[config.mk]
export PLATFORM = sky130hd
export DESIGN_NAME = dual_bank_rdmode
export DESIGN_NICKNAME = d
export VERILOG_FILES = /design/src/rtl/dual_bank_rdmode.sv
export SDC_FILE = /design/constraint.sdc
export NUM_CORES = 1
export LEC_CHECK = 0
export BUFFER_PORTS_ARGS = -buffer_cell sky130_fd_sc_hd__clkbuf_2
export CAP_MARGIN = 20
export CORE_ASPECT_RATIO = 2
export CORE_MARGIN = 4
export CORE_UTILIZATION = 46
export CTS_BUF_LIST = sky130_fd_sc_hd__clkbuf_16
export CTS_CLUSTER_DIAMETER = 40
export CTS_CLUSTER_SIZE = 10
export DETAILED_ROUTE_END_ITERATION = 12
export PLACE_DENSITY = 0.82
export SYNTH_ARGS = -nofsm -noshare
export SYNTH_HDL_FRONTEND = slang
export SYNTH_SLANG_ARGS = --single-unit
[constraint.sdc]
create_clock -name clk -period 4.87 [get_ports clk]
set_clock_uncertainty 0.05 [all_clocks]
set_input_delay 0.974 -clock clk [delete_from_list [all_inputs] [get_ports clk]]
set_output_delay 0.974 -clock clk [all_outputs]
set_load 0.02 [all_outputs]
[src/rtl/dual_bank_rdmode.sv]
module dual_bank_rdmode #(
  parameter int AW       = 21,
  parameter int BLK_BITS = 15
) (
  input  logic          clk,
  input  logic          rst_n,
  input  logic          cmd_we,
  input  logic [AW-1:0] cmd_addr,
  input  logic [7:0]    cmd_data,
  input  logic [1:0]    arr_done,
  input  logic [AW-1:0] rd_addr,
  output logic          rd_status,
  output logic [7:0]    status_out,
  output logic [1:0]    bank_mode,
  output logic [1:0]    bank_ready,
  output logic [1:0]    bank_susp,
  output logic          err_flag
);
  localparam int BW = AW - 1 - BLK_BITS;
  localparam logic [7:0] C_ERASE = 8'h20;
  localparam logic [7:0] C_PROG  = 8'h40;
  localparam logic [7:0] C_SUSP  = 8'hB0;
  localparam logic [7:0] C_GO    = 8'hD0;
  localparam logic [7:0] C_STAT  = 8'h70;
  localparam logic [7:0] C_ARR   = 8'hFF;

  typedef enum logic [2:0] {S_IDLE, S_PROG, S_ERASE, S_ESUSP, S_PSUSP} bst_t;

  bst_t          st_q [2];
  bst_t          st_n [2];
  logic [1:0]    mode_q, mode_n;
  logic          pp_q, pp_n, pe_q, pe_n;
  logic [BW-1:0] blk_q, blk_n;
  logic          err_q, err_n;
  logic          start_fire;

  logic          wb;
  logic          ob;
  logic [BW-1:0] wblk;
  logic          rb;
  logic          unused_bits;

  assign wb   = cmd_addr[AW-1];
  assign ob   = ~wb;
  assign wblk = cmd_addr[AW-2:BLK_BITS];
  assign rb   = rd_addr[AW-1];
  assign unused_bits = ^{rd_addr[AW-2:0], cmd_addr[BLK_BITS-1:0]};

  always_comb begin
    st_n       = st_q;
    mode_n     = mode_q;
    pp_n       = pp_q;
    pe_n       = pe_q;
    blk_n      = blk_q;
    err_n      = err_q;
    start_fire = 1'b0;
    if (cmd_we) begin
      if (pp_q) begin
        pp_n = 1'b0;
        if (st_q[ob] == S_IDLE &&
            (st_q[wb] == S_IDLE || (st_q[wb] == S_ESUSP && wblk != blk_q))) begin
          if (st_q[wb] == S_IDLE) st_n[wb] = S_PROG;
          else                    st_n[wb] = S_PSUSP;
          mode_n[wb] = 1'b1;
          mode_n[ob] = 1'b0;
          start_fire = 1'b1;
        end else begin
          err_n = 1'b1;
        end
      end else if (pe_q) begin
        pe_n = 1'b0;
        if (cmd_data == C_GO) begin
          if (st_q[0] == S_IDLE && st_q[1] == S_IDLE) begin
            st_n[wb]   = S_ERASE;
            blk_n      = wblk;
            mode_n[wb] = 1'b1;
            mode_n[ob] = 1'b0;
            start_fire = 1'b1;
          end else begin
            err_n = 1'b1;
          end
        end
      end else begin
        case (cmd_data)
          C_PROG:  pp_n = 1'b1;
          C_ERASE: pe_n = 1'b1;
          C_STAT:  mode_n[wb] = 1'b1;
          C_ARR:   mode_n[wb] = 1'b0;
          C_SUSP:  if (st_q[wb] == S_ERASE) st_n[wb] = S_ESUSP;
          C_GO:    if (st_q[wb] == S_ESUSP) st_n[wb] = S_ERASE;
          default: ;
        endcase
      end
    end
    for (int b = 0; b < 2; b++) begin
      if (arr_done[b]) begin
        case (st_q[b])
          S_PROG, S_ERASE: st_n[b] = S_IDLE;
          S_PSUSP:         st_n[b] = S_ESUSP;
          default: ;
        endcase
      end
    end
  end

  always_ff @(posedge clk or negedge rst_n) begin
    if (!rst_n) begin
      st_q[0] <= S_IDLE;
      st_q[1] <= S_IDLE;
      mode_q  <= 2'b00;
      pp_q    <= 1'b0;
      pe_q    <= 1'b0;
      blk_q   <= '0;
      err_q   <= 1'b0;
    end else begin
      st_q[0] <= st_n[0];
      st_q[1] <= st_n[1];
      mode_q  <= mode_n;
      pp_q    <= pp_n;
      pe_q    <= pe_n;
      blk_q   <= blk_n;
      err_q   <= err_n;
    end
  end

  for (genvar g = 0; g < 2; g++) begin : g_bank
    assign bank_ready[g] = !(st_q[g] == S_PROG || st_q[g] == S_ERASE || st_q[g] == S_PSUSP);
    assign bank_susp[g]  = (st_q[g] == S_ESUSP || st_q[g] == S_PSUSP);
  end

  assign bank_mode  = mode_q;
  assign err_flag   = err_q;
  assign rd_status  = mode_q[rb];
  assign status_out = {bank_ready[rb], bank_susp[rb], 1'b0, err_q, 4'b0000};

  AST_ONE_BANK_ACTIVE: assert property (@(posedge clk) disable iff (!rst_n)
    !(st_q[0] != S_IDLE && st_q[1] != S_IDLE));
  AST_START_SETS_MODES: assert property (@(posedge clk) disable iff (!rst_n)
    start_fire |=> bank_mode == ($past(wb) ? 2'b10 : 2'b01));
  AST_ERR_STICKY: assert property (@(posedge clk) disable iff (!rst_n)
    err_flag |=> err_flag);
  AST_DONE_READY0: assert property (@(posedge clk) disable iff (!rst_n)
    (arr_done[0] && (st_q[0] == S_PROG || st_q[0] == S_ERASE)) |=> bank_ready[0]);
  AST_DONE_READY1: assert property (@(posedge clk) disable iff (!rst_n)
    (arr_done[1] && (st_q[1] == S_PROG || st_q[1] == S_ERASE)) |=> bank_ready[1]);
  AST_SAME_BLOCK_REJECT: assert property (@(posedge clk) disable iff (!rst_n)
    (cmd_we && pp_q && st_q[wb] == S_ESUSP && wblk == blk_q) |=> err_flag);
  AST_RESUME: assert property (@(posedge clk) disable iff (!rst_n)
    (cmd_we && !pp_q && !pe_q && cmd_data == C_GO && st_q[wb] == S_ESUSP)
      |=> (bank_susp == 2'b00 && bank_ready != 2'b11));
endmodule

==> impl_results.md, run 1 <==
- Result of the run: finished clean
- Count of state elements after synthesis: 16
- Capture endpoint of the worst hold path: err_flag$_DFFE_PN0P_
- CP endpoint kind: flop
- Filler cell count in the final layout: 260
- Die extent in y: 83.15 um
- Share of flip-flops with an asynchronous set or reset: 100.0%
- Setup slack of the most critical reg-to-reg path: 2550 ps
- Detailed placer's ending HPWL: 2.357 mm
- Leading cell type in the layout, fill and taps excluded: sky130_fd_sc_hd__clkbuf_2
- Avg WL per Cell: 14.52 um
- CP Buf/Inv Count: 1
- CTS tree: yes
- Die area: 3789 um^2
- Port buffer count: 30
- Ratio of routed vias to standard cells: 5.942
- Initial core utilization: 47.46%
- Hold WS: 425.6 ps
- Post-Route Utilization: 54.09%
- Slew at the pin closest to its max-slew limit: 524.8 ps
- Number of placement rows: 27
- Leading area contributor after synthesis: sky130_fd_sc_hd__dfrtp_1
- Num CTS Buffers: 3
- Share of cells above drive strength 1: 23.46%
- Reported max-cap violation count: 0
- Relative contribution of combinational cells to total power: 29.6%
- Number of cells on the critical path: 7
- Synthesis-to-layout area growth: 13.97%
- Post-Syn Area per Cell: 8.220 um^2
- Portion of the clock cycle consumed by the worst path in the final layout: 56.39%
- Total Neg Setup Slack: 0 ps
- Final count of negative-setup-slack endpoints: 0
- Max Slew Vio Count: 0
- Placed instance area: 1405 um^2
- Kind of launch point of the worst setup path: input port
- Maximum resistive drop on vdd: 0.0001933 V
- Leakage power: 0.6911 nW
- Number of antenna violations at the first check in global routing: 0
- Launch instance of the worst min-delay path: err_flag$_DFFE_PN0P_
- Post-synth EDFFs: 0
- DRC marker count from the first detailed-route iteration: 41
- Non-filler instance count after layout: 208
- CTS hold repair buffers: 0
- Critical Path Fanout Max: 7
- Ys Warns: 0
- PwrDens: 306.4 nW/um^2
- Maximum number of pins on one net before global-route repair: 17
- Switching power: 151.3 uW
- Overall global routing resource usage: 17.35%
- Worst Hold Class: flop to flop
- Worst hold stages: 1
- Number of distinct standard cells referenced by the synthesized netlist: 49
- Yosys top cell area share: 30.83%
- Total number of vias: 1236
- Switching portion of total power: 33.36%
- Clock network latency to the later pin of the worst-skew pair: 240 ps
- FF/Latch Area: 400.4 um^2
- Final cell area excluding filler cells: 1480 um^2
- Synth Instances: 158
- Width of the chip: 45.57 um
- Total gr overflow: 0
- NumNets Final: 236
- Clock share of power: 34.8%
- Final weighted congestion in routability-driven placement: 0.9042
- Number of H-tree levels: 1
- # diodes: 0
- Most used cells in the layout excluding fill and tap cells: sky130_fd_sc_hd__clkbuf_2, sky130_fd_sc_hd__dfrtp_1, sky130_fd_sc_hd__nor2_1, sky130_fd_sc_hd__nand2_1, sky130_fd_sc_hd__o21ai_0
- Sequential-to-total area share from yosys stat: 30.83%
- Final number of hold-violating endpoints: 0
- Relative slew margins: 64.74%
- Count of pins on the block boundary: 71
- Cells after DPL: 205
- Maximum clock frequency: 0.3641 GHz
- Number of antenna-violating nets in the routed design: 0
- Cell Area, Synth: 1299 um^2
- Number of post-CTS setup repair buffers: 0
- Cells along the critical path: clkbuf_2 > or4_1 > nor2_1 > nand4_1 > o21a_1 > nor2_1 > o21a_1
- Maximum clock path buffer count: 2
- Sequential share of power: 35.7%
- Int Power: 302.2 uW
- Data required time at the worst endpoint: 5000 ps
- Highest cell delay on the worst timing path: 630 ps
- Post-CTS resize count: 0
- Setup repair after global routing missed its margin: false
- Top_reg_cell synth: sky130_fd_sc_hd__dfrtp_1
- CTS root buf: sky130_fd_sc_hd__clkbuf_16
- Total clock sinks: 16
- Largest delay contributor family on the critical path: simple AND/OR/NAND/NOR gates
- CTS clock-pin slew for the worst setup and hold paths: 50 ps
- Synth top area cells: sky130_fd_sc_hd__dfrtp_1, sky130_fd_sc_hd__mux2_2, sky130_fd_sc_hd__o21ai_0
- Crit Reg-Reg Startpoint: st_q[3]$_DFF_PN0_
- Placeable Area: 2736 um^2
- Area occupied by multi-input gates: 788.3 um^2
- Data arrival time at the worst-slack endpoint: 2880 ps
- Wire length of the first global-routing pass: 5.057 mm
- DRC violations left: 0
- Kind of critical path: input port to flop
- First-pass detailed-route iteration total: 4
- Critical-path cell with the highest stage delay: sky130_fd_sc_hd__or4_1
- Final Routed Wirelength: 3.020 mm
- Vias in the first global route: 1241
- Register-to-Register Path Depth: 6
- Clock period minus final worst setup slack: 2746 ps
[layout make-up]
class / count / share of cell area (%)
Multi-Input combinational cell: 122 / 53.25
Inverter: 8 / 2.029
Tap cell: 29 / 2.451
Timing Repair Buffer: 30 / 10.14
Sequential cell: 16 / 27.05
Clock buffer: 3 / 5.072
[how the worst max path moves through the flow]
stage / from / endpoint / slack (ps)
detailed placement: cmd_data[1] / st_q[1]$_DFF_PN0_ / 1900
CTS: cmd_data[1] / st_q[1]$_DFF_PN0_ / 2160
global placement: cmd_data[1] / st_q[1]$_DFF_PN0_ / 1920
global route: cmd_data[1] / st_q[1]$_DFF_PN0_ / 2030
finish: cmd_data[1] / st_q[1]$_DFF_PN0_ / 2120
floorplan: st_q[1]$_DFF_PN0_ / status_out[7] / 2200
[cells in the mapped netlist (3+ instances only)]
| master | instances |
|---|---|
| sky130_fd_sc_hd__nor3_1 | 4 |
| sky130_fd_sc_hd__nand4b_1 | 3 |
| sky130_fd_sc_hd__nand3_1 | 3 |
| sky130_fd_sc_hd__inv_1 | 8 |
| sky130_fd_sc_hd__buf_4 | 7 |
| sky130_fd_sc_hd__mux2_2 | 6 |
| sky130_fd_sc_hd__a21oi_1 | 6 |
| sky130_fd_sc_hd__xnor2_1 | 4 |
| sky130_fd_sc_hd__nand2b_1 | 5 |
| sky130_fd_sc_hd__dfrtp_1 | 16 |
| sky130_fd_sc_hd__clkbuf_1 | 7 |
| sky130_fd_sc_hd__o21a_1 | 3 |
| sky130_fd_sc_hd__xor2_1 | 3 |
| sky130_fd_sc_hd__o21ai_0 | 12 |
| sky130_fd_sc_hd__nand4_1 | 3 |
| sky130_fd_sc_hd__nand2_1 | 13 |
| sky130_fd_sc_hd__nor2b_1 | 3 |
| sky130_fd_sc_hd__nor2_1 | 13 |
[logic make-up (layout without fill, tap and decap cells)]
group | count (synthesis) | in the layout | share of synthesized area (%)
buffers and inverters | 24 | 41 | 9.634
DFF | 16 | 16 | 30.83
muxes | 7 | 7 | 5.973
xor gates and xnor gates | 7 | 7 | 4.721
AOI/OAI and AO/OA | 42 | 42 | 22.64
other | 1 | 5 | 0.2887
and+or+nand+nor | 61 | 61 | 25.92
[per-stage QoR]
step                      total power [mW]  setup slack, ps
after floorplan                     0.2595             2204
after global placement              0.2949             1918
after detailed placement            0.2968             1902
after CTS                           0.4583             2155
after global routing                0.4799             2028
final                               0.4535             2124
[power by group through the flow]
| stage | Combinational (mW) | Sequential [mW] | Clock, mW |
|---|---|---|---|
| 4_1_cts | 0.135 | 0.161 | 0.162 |
| 2_1_floorplan | 0.102 | 0.158 | 0 |
| 3_3_place_gp | 0.132 | 0.163 | 0 |
| 5_1_grt | 0.148 | 0.164 | 0.167 |
| 6_report | 0.134 | 0.162 | 0.158 |
| 3_5_place_dp | 0.134 | 0.163 | 0 |
[worst register-to-register path, delay by kind of cell, from the launching register on]
family | cells | cell delay (ps)
simple gates | 1 | 540
compound gates | 5 | 1090
flops | 1 | 570
[layer usage]
layer  track usage [%]  wire (um)  vias to the layer above
li1                  -          -                      614
met1             17.03       1081                      568
met2             31.34       1660                       46
met3             2.169        195                        8
met4             10.13         82                        0
met5                 0          0                        -
No activity file was read; power rests on OpenSTA's default activity.
==> run 2: changes to the inputs <==
Settings changed: CORE_UTILIZATION 46 to 40, PLACE_DENSITY 0.82 to 0.76.
Clock period 4.87 ns to 2.4 ns, I/O delays scaled along.
==> run 2 against run 1 <==
Against the previous run:
- design area rose by 5.5%
- count of clock-buffer cells in the layout unchanged
- largest power group is now the clock network
- worst hold slack got worse by 320 ps
- critical endpoint is now status_out[6]
- sequential cell count is the same
==> impl_results.md, run 2 (synthesis results as in run 1) <==
- Total number of vias: 1298
- Avg WL per Cell: 15.54 um
- Most used cells in the layout excluding fill and tap cells: sky130_fd_sc_hd__clkbuf_2, sky130_fd_sc_hd__dfrtp_1, sky130_fd_sc_hd__nor2_1, sky130_fd_sc_hd__nand2_1, sky130_fd_sc_hd__o21ai_0
- Final weighted congestion in routability-driven placement: 0.9003
- Post-CTS resize count: 0
- Highest cell delay on the worst timing path: 410 ps
- Width of the chip: 48.29 um
- Critical-path cell with the highest stage delay: sky130_fd_sc_hd__o21ai_0
- Synthesis-to-layout area growth: 20.23%
- Number of antenna-violating nets in the routed design: 0
- PwrDens: 615.2 nW/um^2
- Maximum clock frequency: 0.4343 GHz
- Relative slew margins: 61.17%
- Share of cells above drive strength 1: 27.37%
- Maximum resistive drop on vdd: 0.0004603 V
- Filler cell count in the final layout: 322
- Clock network latency to the later pin of the worst-skew pair: 250 ps
- Number of antenna violations at the first check in global routing: 0
- Setup repair after global routing missed its margin: false
- Final count of negative-setup-slack endpoints: 0
- Reported max-cap violation count: 0
- Leakage power: 0.7429 nW
- Number of placement rows: 29
- # diodes: 0
- Placeable Area: 3157 um^2
- Overall global routing resource usage: 18.42%
- Maximum clock path buffer count: 2
- Portion of the clock cycle consumed by the worst path in the final layout: 95.93%
- Result of the run: finished clean
- Critical Path Fanout Max: 13
- Worst Hold Class: input port to async pin
- Max Slew Vio Count: 0
- Final Routed Wirelength: 3.435 mm
- Number of H-tree levels: 1
- Kind of critical path: flop to primary output
- First-pass detailed-route iteration total: 4
- Num CTS Buffers: 3
- CTS clock-pin slew for the worst setup and hold paths: 50 ps
- Ratio of routed vias to standard cells: 5.873
- Maximum number of pins on one net before global-route repair: 17
- Number of post-CTS setup repair buffers: 0
- DRC violations left: 0
- Data arrival time at the worst-slack endpoint: 1770 ps
- Vias in the first global route: 1267
- Count of pins on the block boundary: 71
- NumNets Final: 246
- Data required time at the worst endpoint: 1870 ps
- Cells along the critical path: buf_4 > nand2b_1 > o21ai_0 > mux2_2 > clkbuf_2
- Total gr overflow: 0
- Kind of launch point of the worst setup path: flop
- Initial core utilization: 41.14%
- CTS tree: yes
- Final number of hold-violating endpoints: 0
- DRC marker count from the first detailed-route iteration: 39
- Total clock sinks: 16
- Cells after DPL: 217
- CTS root buf: sky130_fd_sc_hd__clkbuf_16
- Die area: 4278 um^2
- Wire length of the first global-routing pass: 5.658 mm
- Slew at the pin closest to its max-slew limit: 578.0 ps
- Port buffer count: 30
- Clock period minus final worst setup slack: 2302 ps
- Non-filler instance count after layout: 221
- Leading cell type in the layout, fill and taps excluded: sky130_fd_sc_hd__clkbuf_2
- CTS hold repair buffers: 0
- CP endpoint kind: primary output
- Total power: 960.7 uW
- Detailed placer's ending HPWL: 2.638 mm
- Die extent in y: 88.58 um
- Largest delay contributor family on the critical path: compound AO/OA/AOI/OAI gates
- CP Buf/Inv Count: 2
## run 2: layout make-up
| type | instances | area [um^2] | area share (%) |
|---|---|---|---|
| Inverter | 8 | 30.03 | 1.923 |
| Clock inverter | 1 | 3.754 | 0.2404 |
| Timing Repair Buffer | 40 | 225.2 | 14.42 |
| Tap cell | 31 | 38.79 | 2.484 |
| Multi-Input combinational cell | 122 | 788.3 | 50.48 |
| Clock buffer | 3 | 75.07 | 4.808 |
| Sequential cell | 16 | 400.4 | 25.64 |
## run 2: report_power, final
| group | switching [mW] | leakage, nW | internal (mW) |
|---|---|---|---|
| registers | 0.0178 | 0.216 | 0.290 |
| clock network | 0.114 | 0.0385 | 0.222 |
| logic | 0.200 | 0.488 | 0.117 |
## run 2: worst paths after layout
| check | startpoint | endpoint | slack, ps | cells after the start |
|---|---|---|---|---|
| worst max-delay path | st_q[3]$_DFF_PN0_ | status_out[6] | 100 | 5 |
| worst min-delay path | rst_n | st_q[3]$_DFF_PN0_ | 110 | 1 |
| worst max register to register | st_q[4]$_DFF_PN0_ | flop | 150 | 6 |
| worst min register to register | err_flag$_DFFE_PN0P_ | err_flag$_DFFE_PN0P_ | 420 | 1 |
| max in group asynchronous | rst_n | st_q[2]$_DFF_PN0_ | 1900 | 1 |
| min in group clk | err_flag$_DFFE_PN0P_ | err_flag$_DFFE_PN0P_ | 420 | 1 |
## run 2: per-layer routing
metal	share of wire [%]	up-vias	track usage [%]
met4	4.1	0	11.03
met5	0	-	0
met2	56	42	31.31
met1	35	606	19.57
li1	-	637	-
met3	4.5	13	3.259
## run 2: per-stage QoR
step	cell area [um^2]	util, %	hold slack, ps	TNS [ps]	setup WS [ps]
after global routing	1562	49.46	137.4	0	3.188
final	1562	49.46	105.3	0	97.67
after floorplan	1314	-	134.4	0	228.3
after detailed placement	1483	46.97	395.5	-6.469	-6.469
after global placement	1483	46.97	396.3	-13.28	-13.28
after CTS	1562	49.46	129.4	0	117.4
